--- config.mk ---
export PLATFORM = sky130hd
export DESIGN_NAME = rtc_sec_alarm
export DESIGN_NICKNAME = d
export VERILOG_FILES = /design/src/rtl/rtc_sec_pkg.sv /design/src/rtl/rtc_sec_regs.sv /design/src/rtl/rtc_sec_counter.sv /design/src/rtl/rtc_sec_alarm_fsm.sv /design/src/rtl/rtc_sec_alarm.sv
export SDC_FILE = /design/constraint.sdc
export NUM_CORES = 1
export LEC_CHECK = 0
export BUFFER_PORTS_ARGS = -buffer_cell sky130_fd_sc_hd__clkbuf_2
export CORE_MARGIN = 2
export CORE_UTILIZATION = 54
export DETAILED_ROUTE_END_ITERATION = 16
export HOLD_SLACK_MARGIN = 0.1
export PLACE_DENSITY = 0.71
export SETUP_SLACK_MARGIN = 0.15
export SLEW_MARGIN = 20
export SYNTH_ARGS = -nofsm -noshare
export SYNTH_HDL_FRONTEND = slang
export SYNTH_SLANG_ARGS = --single-unit
--- constraint.sdc ---
create_clock -name clk -period 2.01 [get_ports clk]
set_input_delay 0.3015 -clock clk [delete_from_list [all_inputs] [get_ports clk]]
set_output_delay 0.3015 -clock clk [all_outputs]
set_load 0.03 [all_outputs]
--- src/rtl/rtc_sec_pkg.sv ---
package rtc_sec_pkg;
    // Alarm pending state machine
    typedef enum logic [1:0] {
        AL_OFF   = 2'd0,
        AL_WATCH = 2'd1,
        AL_FIRED = 2'd2
    } alarm_state_e;

    // Fixed control bit positions
    localparam int RUN_BIT   = 7;
    localparam int AL_EN_BIT = 1;
    localparam int AL_CL_BIT = 0;
endpackage

--- src/rtl/rtc_sec_regs.sv ---
module rtc_sec_regs #(
    parameter int DATA_W = 8,
    parameter int NBYTES = 4,
    parameter int ADDR_W = 4,
    localparam int CNT_W = DATA_W * NBYTES
) (
    input  logic              clk,
    input  logic              rst_n,
    input  logic              we,
    input  logic [ADDR_W-1:0] addr,
    input  logic [DATA_W-1:0] wdata,
    input  logic [CNT_W-1:0]  count,
    input  logic              pending,
    output logic              run,
    output logic              alarm_en,
    output logic              clr,
    output logic              load,
    output logic [CNT_W-1:0]  load_value,
    output logic [CNT_W-1:0]  alarm_value,
    output logic [DATA_W-1:0] rdata
);
    import rtc_sec_pkg::*;

    localparam int A_CTRL  = 0;
    localparam int A_ALCTL = 1;
    localparam int A_WR    = 2;
    localparam int A_RD    = A_WR + NBYTES;
    localparam int A_AL    = A_RD + NBYTES;

    logic [CNT_W-1:0] stage_q;

    assign load = we && (addr == ADDR_W'(A_WR));
    assign clr  = we && (addr == ADDR_W'(A_ALCTL)) && wdata[AL_CL_BIT];

    // Control bits
    always_ff @(posedge clk or negedge rst_n) begin
        if (!rst_n) begin
            run      <= 1'b0;
            alarm_en <= 1'b0;
        end else if (we) begin
            if (addr == ADDR_W'(A_CTRL))  run      <= wdata[RUN_BIT];
            if (addr == ADDR_W'(A_ALCTL)) alarm_en <= wdata[AL_EN_BIT];
        end
    end

    // Byte 0 of the staging register is never stored; it comes from the bus
    assign stage_q[DATA_W-1:0] = '0;

    for (genvar i = 1; i < NBYTES; i++) begin : g_stage
        always_ff @(posedge clk or negedge rst_n) begin
            if (!rst_n)
                stage_q[i*DATA_W +: DATA_W] <= '0;
            else if (we && addr == ADDR_W'(A_WR + i))
                stage_q[i*DATA_W +: DATA_W] <= wdata;
        end
    end

    for (genvar i = 0; i < NBYTES; i++) begin : g_alarm
        always_ff @(posedge clk or negedge rst_n) begin
            if (!rst_n)
                alarm_value[i*DATA_W +: DATA_W] <= '0;
            else if (we && addr == ADDR_W'(A_AL + i))
                alarm_value[i*DATA_W +: DATA_W] <= wdata;
        end
    end

    always_comb begin
        load_value = stage_q;
        load_value[DATA_W-1:0] = wdata;
    end

    // Read multiplexer: unmapped and write-only addresses return zero
    always_comb begin
        rdata = '0;
        if (addr == ADDR_W'(A_CTRL))
            rdata[RUN_BIT] = run;
        if (addr == ADDR_W'(A_ALCTL)) begin
            rdata[AL_EN_BIT] = alarm_en;
            rdata[AL_CL_BIT] = pending;
        end
        for (int i = 0; i < NBYTES; i++) begin
            if (addr == ADDR_W'(A_RD + i))
                rdata = count[i*DATA_W +: DATA_W];
            if (addr == ADDR_W'(A_AL + i))
                rdata = alarm_value[i*DATA_W +: DATA_W];
        end
    end
endmodule

--- src/rtl/rtc_sec_counter.sv ---
module rtc_sec_counter #(
    parameter int CNT_W = 32
) (
    input  logic             clk,
    input  logic             rst_n,
    input  logic             run,
    input  logic             tick,
    input  logic             load,
    input  logic [CNT_W-1:0] load_value,
    output logic [CNT_W-1:0] count
);
    always_ff @(posedge clk or negedge rst_n) begin
        if (!rst_n)
            count <= '0;
        else if (load)
            count <= load_value;
        else if (run && tick)
            count <= count + CNT_W'(1);
    end
endmodule

--- src/rtl/rtc_sec_alarm_fsm.sv ---
module rtc_sec_alarm_fsm #(
    parameter int CNT_W = 32
) (
    input  logic             clk,
    input  logic             rst_n,
    input  logic             en,
    input  logic             clr,
    input  logic [CNT_W-1:0] count,
    input  logic [CNT_W-1:0] alarm_value,
    output logic             pending
);
    import rtc_sec_pkg::*;

    alarm_state_e state_q, state_d;
    logic hit;

    assign hit = en && (count == alarm_value);

    always_ff @(posedge clk or negedge rst_n) begin
        if (!rst_n) state_q <= AL_OFF;
        else        state_q <= state_d;
    end

    always_comb begin
        state_d = state_q;
        unique case (state_q)
            AL_OFF: begin
                if (hit)     state_d = AL_FIRED;
                else if (en) state_d = AL_WATCH;
            end
            AL_WATCH: begin
                if (hit)     state_d = AL_FIRED;
                else if (!en) state_d = AL_OFF;
            end
            AL_FIRED: begin
                if (clr && !hit) state_d = en ? AL_WATCH : AL_OFF;
            end
            default: state_d = AL_OFF;
        endcase
    end

    always_comb begin
        pending = (state_q == AL_FIRED);
    end
endmodule

--- src/rtl/rtc_sec_alarm.sv ---
module rtc_sec_alarm #(
    parameter int DATA_W = 8,
    parameter int NBYTES = 4,
    parameter int ADDR_W = 4
) (
    input  logic              clk,
    input  logic              rst_n,
    input  logic              tick,
    input  logic              bus_we,
    input  logic [ADDR_W-1:0] bus_addr,
    input  logic [DATA_W-1:0] bus_wdata,
    output logic [DATA_W-1:0] bus_rdata,
    output logic              alarm_irq
);
    localparam int CNT_W = DATA_W * NBYTES;

    logic             run, alarm_en, clr, load, pending;
    logic [CNT_W-1:0] load_value, alarm_value, count;

    rtc_sec_regs #(.DATA_W(DATA_W), .NBYTES(NBYTES), .ADDR_W(ADDR_W)) u_regs (
        .clk(clk), .rst_n(rst_n), .we(bus_we), .addr(bus_addr), .wdata(bus_wdata),
        .count(count), .pending(pending), .run(run), .alarm_en(alarm_en),
        .clr(clr), .load(load), .load_value(load_value),
        .alarm_value(alarm_value), .rdata(bus_rdata)
    );

    rtc_sec_counter #(.CNT_W(CNT_W)) u_cnt (
        .clk(clk), .rst_n(rst_n), .run(run), .tick(tick), .load(load),
        .load_value(load_value), .count(count)
    );

    rtc_sec_alarm_fsm #(.CNT_W(CNT_W)) u_alarm (
        .clk(clk), .rst_n(rst_n), .en(alarm_en), .clr(clr), .count(count),
        .alarm_value(alarm_value), .pending(pending)
    );

    assign alarm_irq = pending;
endmodule

==> run_results.csv, run 1 <==
group,metric,value,unit
run_status,status,"finished, violations left",
run_status,violations,"negative setup slack",
timing,worst_pin_slew,0.418,ns
global_route,antenna_found_initial,0,
logic_synthesis,synthTopCellsByArea,"dfrtp_1 43%, mux2_2 13%, xnor2_1 5.5%",
setup_path,slowest_stage,"dfrtp_1",
detailed_routing,num_vias,4559,
cts,clock_path_buffers,2,
power_and_ir_drop,p_int,4080,uW
detailed_routing,drtIter0Drc,378,
detailed_routing,viasPerCell,6.01,
flow_run,drv_cap,0,
logic_synthesis,async_flop_share,1.00,
power_and_ir_drop,ir_drop,0.000557,V
detailed_routing,wl,15700,um
cts,cts_max_level,3,
final_layout,finalNetCount,638,
timing,hold_viol,0,
placement,dpl.hpwl,11300,um
final_layout,stdcell_area,0.00668,mm2
logic_synthesis,postSynthRegisterBits,92,
timing,clock.fmax,482,MHz
timing,finClkSkew,0.0141,ns
cts,cts_buffers,9,
setup_path,critical_path.max_stage_delay,0.41,ns
placement,port_buffers,24,
final_layout,antennaDiodeCount,0,
timing,maxSlewHeadroom,0.721,
setup_path,cp-end-kind,"output port",
power_and_ir_drop,power,6540,uW
power_and_ir_drop,p_switching,2460,uW
global_route,grt.total_usage,0.307,
detailed_routing,avgRoutedWirePerCell,20.7,um
logic_synthesis,yosys.area.top_type,"dfrtp_1",
power_and_ir_drop,switching_share,0.376,
global_route,grt_max_degree,38,
power_and_ir_drop,seqPwrFrac,0.461,
final_layout,fin_util,0.692,
detailed_routing,antenna_left,0,
setup_path,crit_chain,"nor2b_2, nand3_2, a21oi_2, o221ai_2, a22oi_2, clkbuf_8",
timing,fin_ws,-0.0655,ns
floorplanning,die-area,0.0106,mm2
setup_path,required,1.71,ns
timing,rsz0062_at_grt,"yes",
final_layout,multi_input_area,0.00303,mm2
logic_synthesis,postSynthAreaPerCell,9.98,um2
final_layout,syn2layout_area_growth,26.0,%
timing,finalCritPeriodShare,1.03,
logic_synthesis,synth_cell_types,50,
floorplanning,die_y,103,um
logic_synthesis,ys_seq_area_frac,0.435,
floorplanning,io_pins,25,
timing,maxSlewViolCount,0,
timing,layout_min_cycle_time,2.08,ns
floorplanning,coreArea,0.00964,mm2
cts,cts_tree,"yes",
global_route,grt_pass1_wl,23900,um
setup_path,start_kind,"flip-flop",
placement,placed_area,0.00596,mm2
logic_synthesis,syn_nets,548,
detailed_routing,firstDrtPassIters,7,
logic_synthesis,synth-edff-count,0,
cts,cts.sinks,92,
floorplanning,fp-row-count,36,
global_route,grt_pass1_vias,4346,
logic_synthesis,syn_inst,531,
logic_synthesis,synth-main-ff-cell,"dfrtp_1",
timing,setup_tns,-0.0655,ns
cts,cts_root_buf,"clkbuf_8",
logic_synthesis,synth_warnings,0,
final_layout,num-fill-cells,785,
power_and_ir_drop,p_leak,0.00278,uW
placement,gp_congestion,0.981,
setup_path,critPathMaxFanout,3,
global_route,grt_remaining_overflow,0,
cts,clk_latency,0.37,ns
detailed_routing,drc,0,
logic_synthesis,yosys.area.top_type_share,0.435,
setup_path,arrival,1.77,ns
floorplanning,start_util,0.550,
final_layout,register_area,0.00232,mm2
hold_path,hold_class,"in2reg",
power_and_ir_drop,clock_power_share,0.179,
cts,clkTransAtPathRegs,0.10,ns
power_and_ir_drop,power.density,980,mW/mm2
floorplanning,die_w,103,um
final_layout,drive_above_1_share,0.414,
setup_path,crit_type,"reg2out",
logic_synthesis,netlist_area,0.00530,mm2
timing,finalSetupViolations,1,
power_and_ir_drop,comb_power_share,0.360,
==> worst paths after layout <==
check | from | to | cells after the start | slack [ns]
worst min register to register | u_regs.load_value[16]$_DFFE_PN0P_ | u_regs.load_value[16]$_DFFE_PN0P_ | 1 | 0.51
worst min-delay path | bus_wdata[1] | u_cnt.count[1]$_DFFE_PN0P_ | 3 | 0.32
max in group asynchronous | rst_n | u_cnt.count[23]$_DFFE_PN0P_ | 3 | 1.03
min in group asynchronous | rst_n | u_regs.alarm_value[8]$_DFFE_PN0P_ | 2 | 0.38
worst max register to register | u_regs.alarm_value[3]$_DFFE_PN0P_ | u_alarm.state_q[1]$_DFFE_PN0P_ | 7 | 0.18
worst max-delay path | u_alarm.state_q[0]$_DFFE_PN0P_ | bus_rdata[0] | 6 | -0.07
==> flip-flops by register name, summed over array words and instances, names as in the netlist <==
register	count
u_cnt.count	32
u_regs.alarm_en	1
u_regs.load_value	24
u_alarm.state_q	2
u_regs.alarm_value	32
u_regs.run	1
==> stage by stage <==
stage,hold slack (ns),worst slack (ns),cells
global placement,0.242,0.0341,709
floorplan,0.00591,0.155,531
detailed placement,0.249,0.0298,709
global route,0.318,-0.153,759
CTS,0.301,-0.0662,738
finish,0.315,-0.0655,759
==> cell families after synthesis <==
kind of cell / count (synthesis) / share of synthesized area
AO/OA/AOI/OAI: 87 / 0.0999
XOR/XNOR: 62 / 0.103
adder cells (fa/ha/maj): 1 / 0.00236
buffers and inverters: 42 / 0.0335
flip-flops: 92 / 0.435
multiplexers: 70 / 0.147
AND/OR/NAND/NOR: 177 / 0.180
==> power groups by stage <==
stage               clock network, uW  registers, uW  logic, uW
floorplan                           0           2730       1400
global placement                    0           3000       1810
detailed placement                  0           3030       1840
CTS                              1180           2970       2040
global route                     1270           3070       2530
finish                           1170           3020       2350
==> cells in the final DEF, fill, tap and decap left out, types with 4 or more instances in the layout <==
cell type / netlist / final
nand4_1: 15 / 15
xnor2_1: 33 / 33
nand3_1: 27 / 25
dfrtp_2: 0 / 15
nand2_1: 36 / 34
nor3_1: 9 / 8
a21oi_1: 42 / 36
nor4_2: 8 / 9
buf_12: 0 / 4
buf_4: 0 / 78
buf_6: 1 / 8
a21oi_2: 0 / 6
inv_1: 7 / 6
and3_1: 5 / 5
dfrtp_1: 92 / 77
xor2_1: 29 / 29
clkbuf_8: 0 / 15
clkbuf_2: 0 / 11
a22oi_2: 0 / 4
mux2_2: 61 / 60
nor2_1: 46 / 43
nor2b_1: 13 / 8
o21ai_0: 14 / 6
o21ai_1: 0 / 6
mux2i_1: 9 / 9
==> layer usage <==
layer,global-route usage,routed length (um),vias to the layer above
li1,-,-,2074
met1,0.432,6890,2237
met2,0.472,7180,199
met3,0.0434,911,49
met4,0.142,696,0
met5,0,0,-
==> timing repair <==
item / CTS / global route
setup buffers: 11 / 21
pin swaps: 12 / 21
cloned: 1 / 0
endpoints found under the hold margin: 26 / 0
setup endpoints to repair: 9 / 25
hold buffers: 1 / 0
gates resized for setup: 36 / 61
==> area by class of cell <==
| cell class | count | area share |
|---|---|---|
| multi-input combinational | 397 | 0.454 |
| clock buffer | 9 | 0.0186 |
| timing repair buffer | 114 | 0.144 |
| inverter | 7 | 0.00394 |
| clock inverter | 7 | 0.00769 |
| sequential | 92 | 0.348 |
| tap | 133 | 0.0249 |
==> synthesized netlist by cell type (all sizes together) (3+ instances only) <==
cell	instances
mux2i	9
nor2	46
nor3	10
and3	5
nand2	36
buf	15
nand4	16
mux2	61
o221ai	3
a21oi	42
nor2b	13
o22ai	4
dfrtp	92
and4	3
nand3	28
xor2	29
inv	7
clkbuf	20
o21ai	14
a22oi	6
xnor2	33
nor4	13
==> critical path, delay by kind of cell, from the launching register on <==
family | cells | cell delay (ns)
AO/OA/AOI/OAI | 3 | 0.53
flip-flops | 1 | 0.41
AND/OR/NAND/NOR | 2 | 0.25
buffers and inverters | 1 | 0.20
No activity file was read; power rests on OpenSTA's default activity.
==> inputs of run 2 (changes only) <==
--- a/config.mk
+++ b/config.mk
@@ -10,7 +10,7 @@
 export CORE_UTILIZATION = 54
 export DETAILED_ROUTE_END_ITERATION = 16
 export HOLD_SLACK_MARGIN = 0.1
-export PLACE_DENSITY = 0.71
+export PLACE_DENSITY = 0.74
 export SETUP_SLACK_MARGIN = 0.15
 export SLEW_MARGIN = 20
 export SYNTH_ARGS = -nofsm -noshare
==> constraint.sdc (replaced) <==
create_clock -name clk -period 1.9 [get_ports clk]
set_input_delay 0.285 -clock clk [delete_from_list [all_inputs] [get_ports clk]]
set_output_delay 0.285 -clock clk [all_outputs]
set_load 0.03 [all_outputs]
==> run 2 against run 1 <==
  * The run still ends with negative setup slack left
  * Sequential power grew 2%
  * Register-to-register slack lost 0.09 ns
  * Sequential cell count did not move
  * Clock power up 5%
  * First-iteration DRC count increased by 20%
  * Critical path type unchanged
  * Critical endpoint unchanged
  * Largest cell class unchanged
==> run_results.csv, run 2 (same netlist as run 1, synthesis figures left out) <==
group,metric,value,unit
detailed_routing,met1_length,6960,um
power_and_ir_drop,power.density,1050,mW/mm2
hold_path,hold_depth,3,
cts,cts_buffers,9,
detailed_routing,viasPerCell,6.25,
final_layout,num-fill-cells,680,
floorplanning,start_util,0.550,
global_route,grt_max_degree,44,
setup_path,reg2reg_to,"u_cnt.count[29]$_DFFE_PN0P_",
run_status,violations,"negative setup slack",
setup_path,slowest_stage,"dfrtp_1",
detailed_routing,wl,18100,um
global_route,antenna_found_initial,0,
setup_path,critPathBufInv,1,
final_layout,fin_util,0.735,
power_and_ir_drop,ir_drop,0.000617,V
power_and_ir_drop,clock_power_share,0.165,
timing,layout_min_cycle_time,2.00,ns
timing,finClkSkew,0.0211,ns
power_and_ir_drop,power,7440,uW
placement,placed_area,0.00617,mm2
global_route,grt_pass1_wl,26600,um
placement,dpl.hpwl,12100,um
setup_path,required,1.62,ns
final_layout,syn2layout_area_growth,33.8,%
detailed_routing,antenna_left,0,
hold_path,holdPathEnd,"u_cnt.count[2]$_DFFE_PN0P_",
timing,setup_tns,-0.310,ns
setup_path,r2r_cells,7,
floorplanning,die_w,103,um
power_and_ir_drop,comb_power_share,0.423,
timing,clock.fmax,500,MHz
cts,cts.sinks,92,
final_layout,antennaDiodeCount,0,
floorplanning,coreArea,0.00964,mm2
final_layout,finalNetCount,674,
timing,rsz0062_at_grt,"yes",
placement,gp_congestion,1.04,
setup_path,critical_path.max_stage_delay,0.43,ns
cts,cts_root_buf,"clkbuf_8",
timing,maxSlewHeadroom,0.743,
detailed_routing,firstDrtPassIters,5,
timing,worst_pin_slew,0.375,ns
hold_path,hold_class,"in2reg",
final_layout,drive_above_1_share,0.449,
run_status,status,"finished, violations left",
cts,clkTransAtPathRegs,0.10,ns
power_and_ir_drop,p_switching,2860,uW
timing,maxSlewViolCount,0,
power_and_ir_drop,p_int,4590,uW
floorplanning,io_pins,25,
timing,whs,0.327,ns
setup_path,rrSetupSlack,0.09,ns
detailed_routing,drc,0,
setup_path,start_kind,"flip-flop",
detailed_routing,drtIter0Drc,455,
timing,finalCritPeriodShare,1.05,
placement,port_buffers,24,
setup_path,crit-reg2reg-launch,"u_cnt.count[21]$_DFFE_PN0P_",
flow_run,drv_cap,0,
timing,fin_ws,-0.0999,ns
floorplanning,fp-row-count,36,
final_layout,layout_commonest_cell,"buf_4",
floorplanning,die-area,0.0106,mm2
timing,finalSetupViolations,5,
detailed_routing,dr_wl_met3,1710,um
global_route,grt.total_usage,0.344,
setup_path,arrival,1.71,ns
setup_path,cp_top_family,"compound AO/OA/AOI/OAI gates",
setup_path,crit_chain,"nor2b_4, nand3_2, a21oi_2, o221ai_2, a22oi_2, clkbuf_8",
setup_path,critPathMaxFanout,2,
detailed_routing,avgRoutedWirePerCell,22.8,um
detailed_routing,num_vias,4965,
cts,cts_max_level,3,
power_and_ir_drop,switching_share,0.384,
final_layout,stdcell_area,0.00709,mm2
cts,clk_latency,0.37,ns
global_route,grt_remaining_overflow,0,
cts,clock_path_buffers,2,
power_and_ir_drop,p_leak,0.00304,uW
setup_path,crit_type,"reg2out",
floorplanning,die_y,103,um
detailed_routing,met2_length,8600,um
hold_path,hp-start,"bus_wdata[2]",
power_and_ir_drop,seqPwrFrac,0.412,
detailed_routing,top_layer,"met4",
setup_path,cp-end-kind,"output port",
final_layout,final_cell_mix,"105 x buf_4, 80 x dfrtp_1, 60 x mux2_2",
global_route,grt_pass1_vias,4721,
timing,hold_viol,0,
cts,cts_tree,"yes",
-- run 2: changes by cell type in the layout (fill, tap and decap cells not counted), moves of 3 or more --
| cell | change |
|---|---|
| buf_4 | +27 |
| buf_6 | +7 |
| clkbuf_8 | +3 |
| dfrtp_1 | +3 |
| dfrtp_2 | -3 |
| nor3_1 | -3 |
| nor3_2 | +4 |
| nor4_2 | -4 |
| nor4_4 | +5 |
-- run 2: repair_timing --
action	CTS	global route
pin swaps	26	29
endpoints found under the setup margin	19	31
hold buffers	1	0
gates resized for setup	72	36
gates cloned	0	0
hold endpoints to repair	21	0
setup buffers	26	17
-- run 2: worst max path at each step --
stage / from / to / slack [ns] / cells after the start
CTS: u_alarm.state_q[0]$_DFFE_PN0P_ / bus_rdata[0] / -0.11 / 6
global route: u_alarm.state_q[0]$_DFFE_PN0P_ / bus_rdata[0] / -0.14 / 6
floorplan: bus_addr[1] / bus_rdata[0] / 0.15 / 7
finish: u_alarm.state_q[0]$_DFFE_PN0P_ / bus_rdata[0] / -0.1 / 6
global placement: bus_addr[1] / bus_rdata[7] / -0.08 / 8
detailed placement: bus_addr[1] / bus_rdata[7] / -0.10 / 8
-- run 2: power by group through the flow --
| stage | clock network (uW) | logic [uW] | registers (uW) |
|---|---|---|---|
| 2_1_floorplan | 0 | 1480 | 2890 |
| 3_3_place_gp | 0 | 2190 | 3080 |
| 3_5_place_dp | 0 | 2240 | 3100 |
| 4_1_cts | 1250 | 2720 | 3040 |
| 5_1_grt | 1320 | 3310 | 3110 |
| 6_report | 1230 | 3150 | 3070 |
-- run 2: area by class of cell --
class / count / area (um2) / area share
sequential: 92 / 2320 / 0.327
timing repair buffer: 150 / 1290 / 0.183
inverter: 7 / 26.3 / 0.00371
clock buffer: 11 / 131 / 0.0185
tap: 133 / 166 / 0.0235
clock inverter: 5 / 42.5 / 0.00600
multi-input combinational: 397 / 3110 / 0.439
-- run 2: routing by layer --
metal | up-vias | track usage
met5 | - | 0
met4 | 0 | 0.148
met3 | 75 | 0.0515
met2 | 311 | 0.549
met1 | 2440 | 0.468
li1 | 2139 | -
-- run 2: per-stage QoR --
stage / setup WS (ns) / cells
2_1_floorplan: 0.152 / 531
3_3_place_gp: -0.0757 / 735
3_5_place_dp: -0.105 / 735
4_1_cts: -0.106 / 778
5_1_grt: -0.136 / 795
6_report: -0.0999 / 795
-- run 2: worst reg2reg max path: stages (launching register included) --
cell and delay (ns):
dfrtp_2 0.43, buf_6 0.15, nand4_1 0.18, nor4_4 0.37, buf_4 0.19, nand4_1 0.12, xor2_1 0.20, a21oi_1 0.08
==> inputs of run 3 (changes only) <==
--- a/config.mk
+++ b/config.mk
@@ -9,6 +9,7 @@
 export CORE_MARGIN = 2
 export CORE_UTILIZATION = 54
 export DETAILED_ROUTE_END_ITERATION = 16
+export GPL_TIMING_DRIVEN = 0
 export HOLD_SLACK_MARGIN = 0.1
 export PLACE_DENSITY = 0.74
 export SETUP_SLACK_MARGIN = 0.15
==> run 3 against run 2 <==
  * Utilization decreased by 3.3 points
  * Largest power group is now sequential cells
  * Largest cell class unchanged
  * Hold slack got worse by 0.023 ns
  * The flow still finishes with violations (negative setup slack)
  * Setup slack got worse by 0.032 ns
==> run_results.csv, run 3 (same netlist as run 1, synthesis figures left out) <==
group,metric,value,unit
power_and_ir_drop,ir_drop,0.000745,V
placement,port_buffers,24,
power_and_ir_drop,power.density,1090,mW/mm2
cts,cts.sinks,92,
timing,hold_viol,0,
global_route,grt_pass1_wl,24900,um
timing,finClkSkew,0.0161,ns
setup_path,reg2reg_to,"u_cnt.count[14]$_DFFE_PN0P_",
final_layout,finalNetCount,624,
timing,worst_pin_slew,0.754,ns
floorplanning,die-area,0.0106,mm2
setup_path,crit-reg2reg-launch,"u_cnt.count[0]$_DFFE_PN0P_",
setup_path,rrSetupSlack,0.02,ns
cts,cts_buffers,9,
setup_path,slowest_stage,"a21boi_1",
timing,layout_min_cycle_time,2.03,ns
detailed_routing,viasPerCell,6.30,
timing,clock.fmax,492,MHz
global_route,grt_max_degree,93,
setup_path,crit_chain,"clkbuf_4, nor2b_4, clkbuf_8, o21ai_0, a21boi_1, o221ai_2, a22oi_2, clkbuf_8",
cts,clk_latency,0.38,ns
floorplanning,fp-row-count,36,
detailed_routing,avgRoutedWirePerCell,22.5,um
run_status,violations,"negative setup slack",
detailed_routing,drtIter0Drc,411,
hold_path,holdPathEnd,"u_cnt.count[6]$_DFFE_PN0P_",
floorplanning,die_w,103,um
timing,maxSlewViolCount,0,
floorplanning,coreArea,0.00964,mm2
timing,rsz0062_at_grt,"yes",
setup_path,start_kind,"input pin",
setup_path,r2r_cells,8,
placement,gp_congestion,0.953,
run_status,status,"finished, violations left",
cts,clkTransAtPathRegs,0.09,ns
detailed_routing,firstDrtPassIters,5,
global_route,grt_pass1_vias,4459,
final_layout,drive_above_1_share,0.400,
power_and_ir_drop,p_leak,0.00286,uW
setup_path,required,1.62,ns
cts,cts_root_buf,"clkbuf_8",
cts,clock_path_buffers,2,
global_route,antenna_found_initial,0,
global_route,grt.total_usage,0.322,
detailed_routing,antenna_left,0,
detailed_routing,wl,16800,um
final_layout,num-fill-cells,707,
placement,dpl.hpwl,10800,um
floorplanning,start_util,0.550,
setup_path,cp-end-kind,"output port",
final_layout,layout_commonest_cell,"dfrtp_1",
setup_path,arrival,1.75,ns
detailed_routing,drc,0,
detailed_routing,num_vias,4695,
setup_path,critical_path.max_stage_delay,0.21,ns
floorplanning,io_pins,25,
flow_run,drv_cap,0,
final_layout,final_cell_mix,"75 x dfrtp_1, 60 x mux2_2, 43 x nor2_1",
timing,fin_ws,-0.132,ns
hold_path,hold_class,"in2reg",
final_layout,syn2layout_area_growth,27.7,%
placement,pre_cts_slack,-0.445,ns
timing,finalCritPeriodShare,1.07,
floorplanning,die_y,103,um
global_route,grt_remaining_overflow,0,
final_layout,antennaDiodeCount,0,
timing,maxSlewHeadroom,0.495,
setup_path,crit_type,"in2out",
cts,cts_tree,"yes",
setup_path,critPathMaxFanout,10,
timing,finalSetupViolations,5,
setup_path,crit_top_cell,"clkbuf_8",
hold_path,hold_depth,3,
cts,cts_max_level,3,
timing,setup_tns,-0.336,ns
hold_path,hp-start,"bus_wdata[6]",
## run 3: where the power goes
part / switching (uW) / internal, uW
registers: 632 / 2500
logic: 1370 / 1400
clock network: 702 / 777
total: 2700 / 4680
## run 3: final cells by class
type / instances / area (um2) / share of cell area
Buffer: 34 / 262 / 0.0386
Clock buffer: 12 / 145 / 0.0214
Clock inverter: 4 / 72.6 / 0.0107
Inverter: 7 / 26.3 / 0.00388
Multi-Input combinational cell: 397 / 3210 / 0.474
Sequential cell: 92 / 2320 / 0.343
Tap cell: 133 / 166 / 0.0246
Timing Repair Buffer: 66 / 564 / 0.0834
## run 3: worst max-delay path by stage
stage / startpoint / endpoint / slack (ns) / cells past startpoint
after global routing: bus_addr[2] / bus_rdata[0] / -0.21 / 8
final: bus_addr[2] / bus_rdata[0] / -0.13 / 8
after detailed placement: u_cnt.count[1]$_DFFE_PN0P_ / u_cnt.count[14]$_DFFE_PN0P_ / -0.44 / 6
after CTS: bus_addr[2] / bus_rdata[0] / -0.11 / 8
after global placement: rst_n / u_regs.alarm_value[23]$_DFFE_PN0P_ / -0.53 / 1
after floorplan: bus_addr[1] / bus_rdata[0] / 0.15 / 7
## run 3: repair_timing
| item | in CTS | in global routing |
|---|---|---|
| setup endpoints to repair | 60 | 33 |
| gates resized for setup | 100 | 57 |
| cloned | 0 | 1 |
| endpoints found under the hold margin | 92 | 0 |
| hold buffers | 1 | 0 |
| pin swaps | 32 | 51 |
| buffers inserted | 29 | 11 |
## run 3: critical path: cells and delay by family
family / cells / cell delay (ns)
compound gates: 4 / 0.70
buf+inv: 3 / 0.57
simple gates: 1 / 0.20
## run 3: per-layer routing
metal  vias to the layer above  part of all wire  GRT usage
li1                       2032                 -          -
met1                      2311              0.39      0.441
met2                       278              0.46      0.495
met3                        74             0.094     0.0529
met4                         0             0.054      0.166
met5                         -                 0          0
## run 3: stage by stage
step            util  instances  total power, uW  cell area (um2)  hold WS [ns]
2_1_floorplan      -        531             4370             5360       -0.0106
5_1_grt        0.702        745             7680             6770         0.348
4_1_cts        0.670        733             7040             6460         0.301
6_report       0.702        745             7380             6770         0.304
3_5_place_dp   0.587        688             5030             5660         0.402
3_3_place_gp   0.586        688             4950             5650         0.483
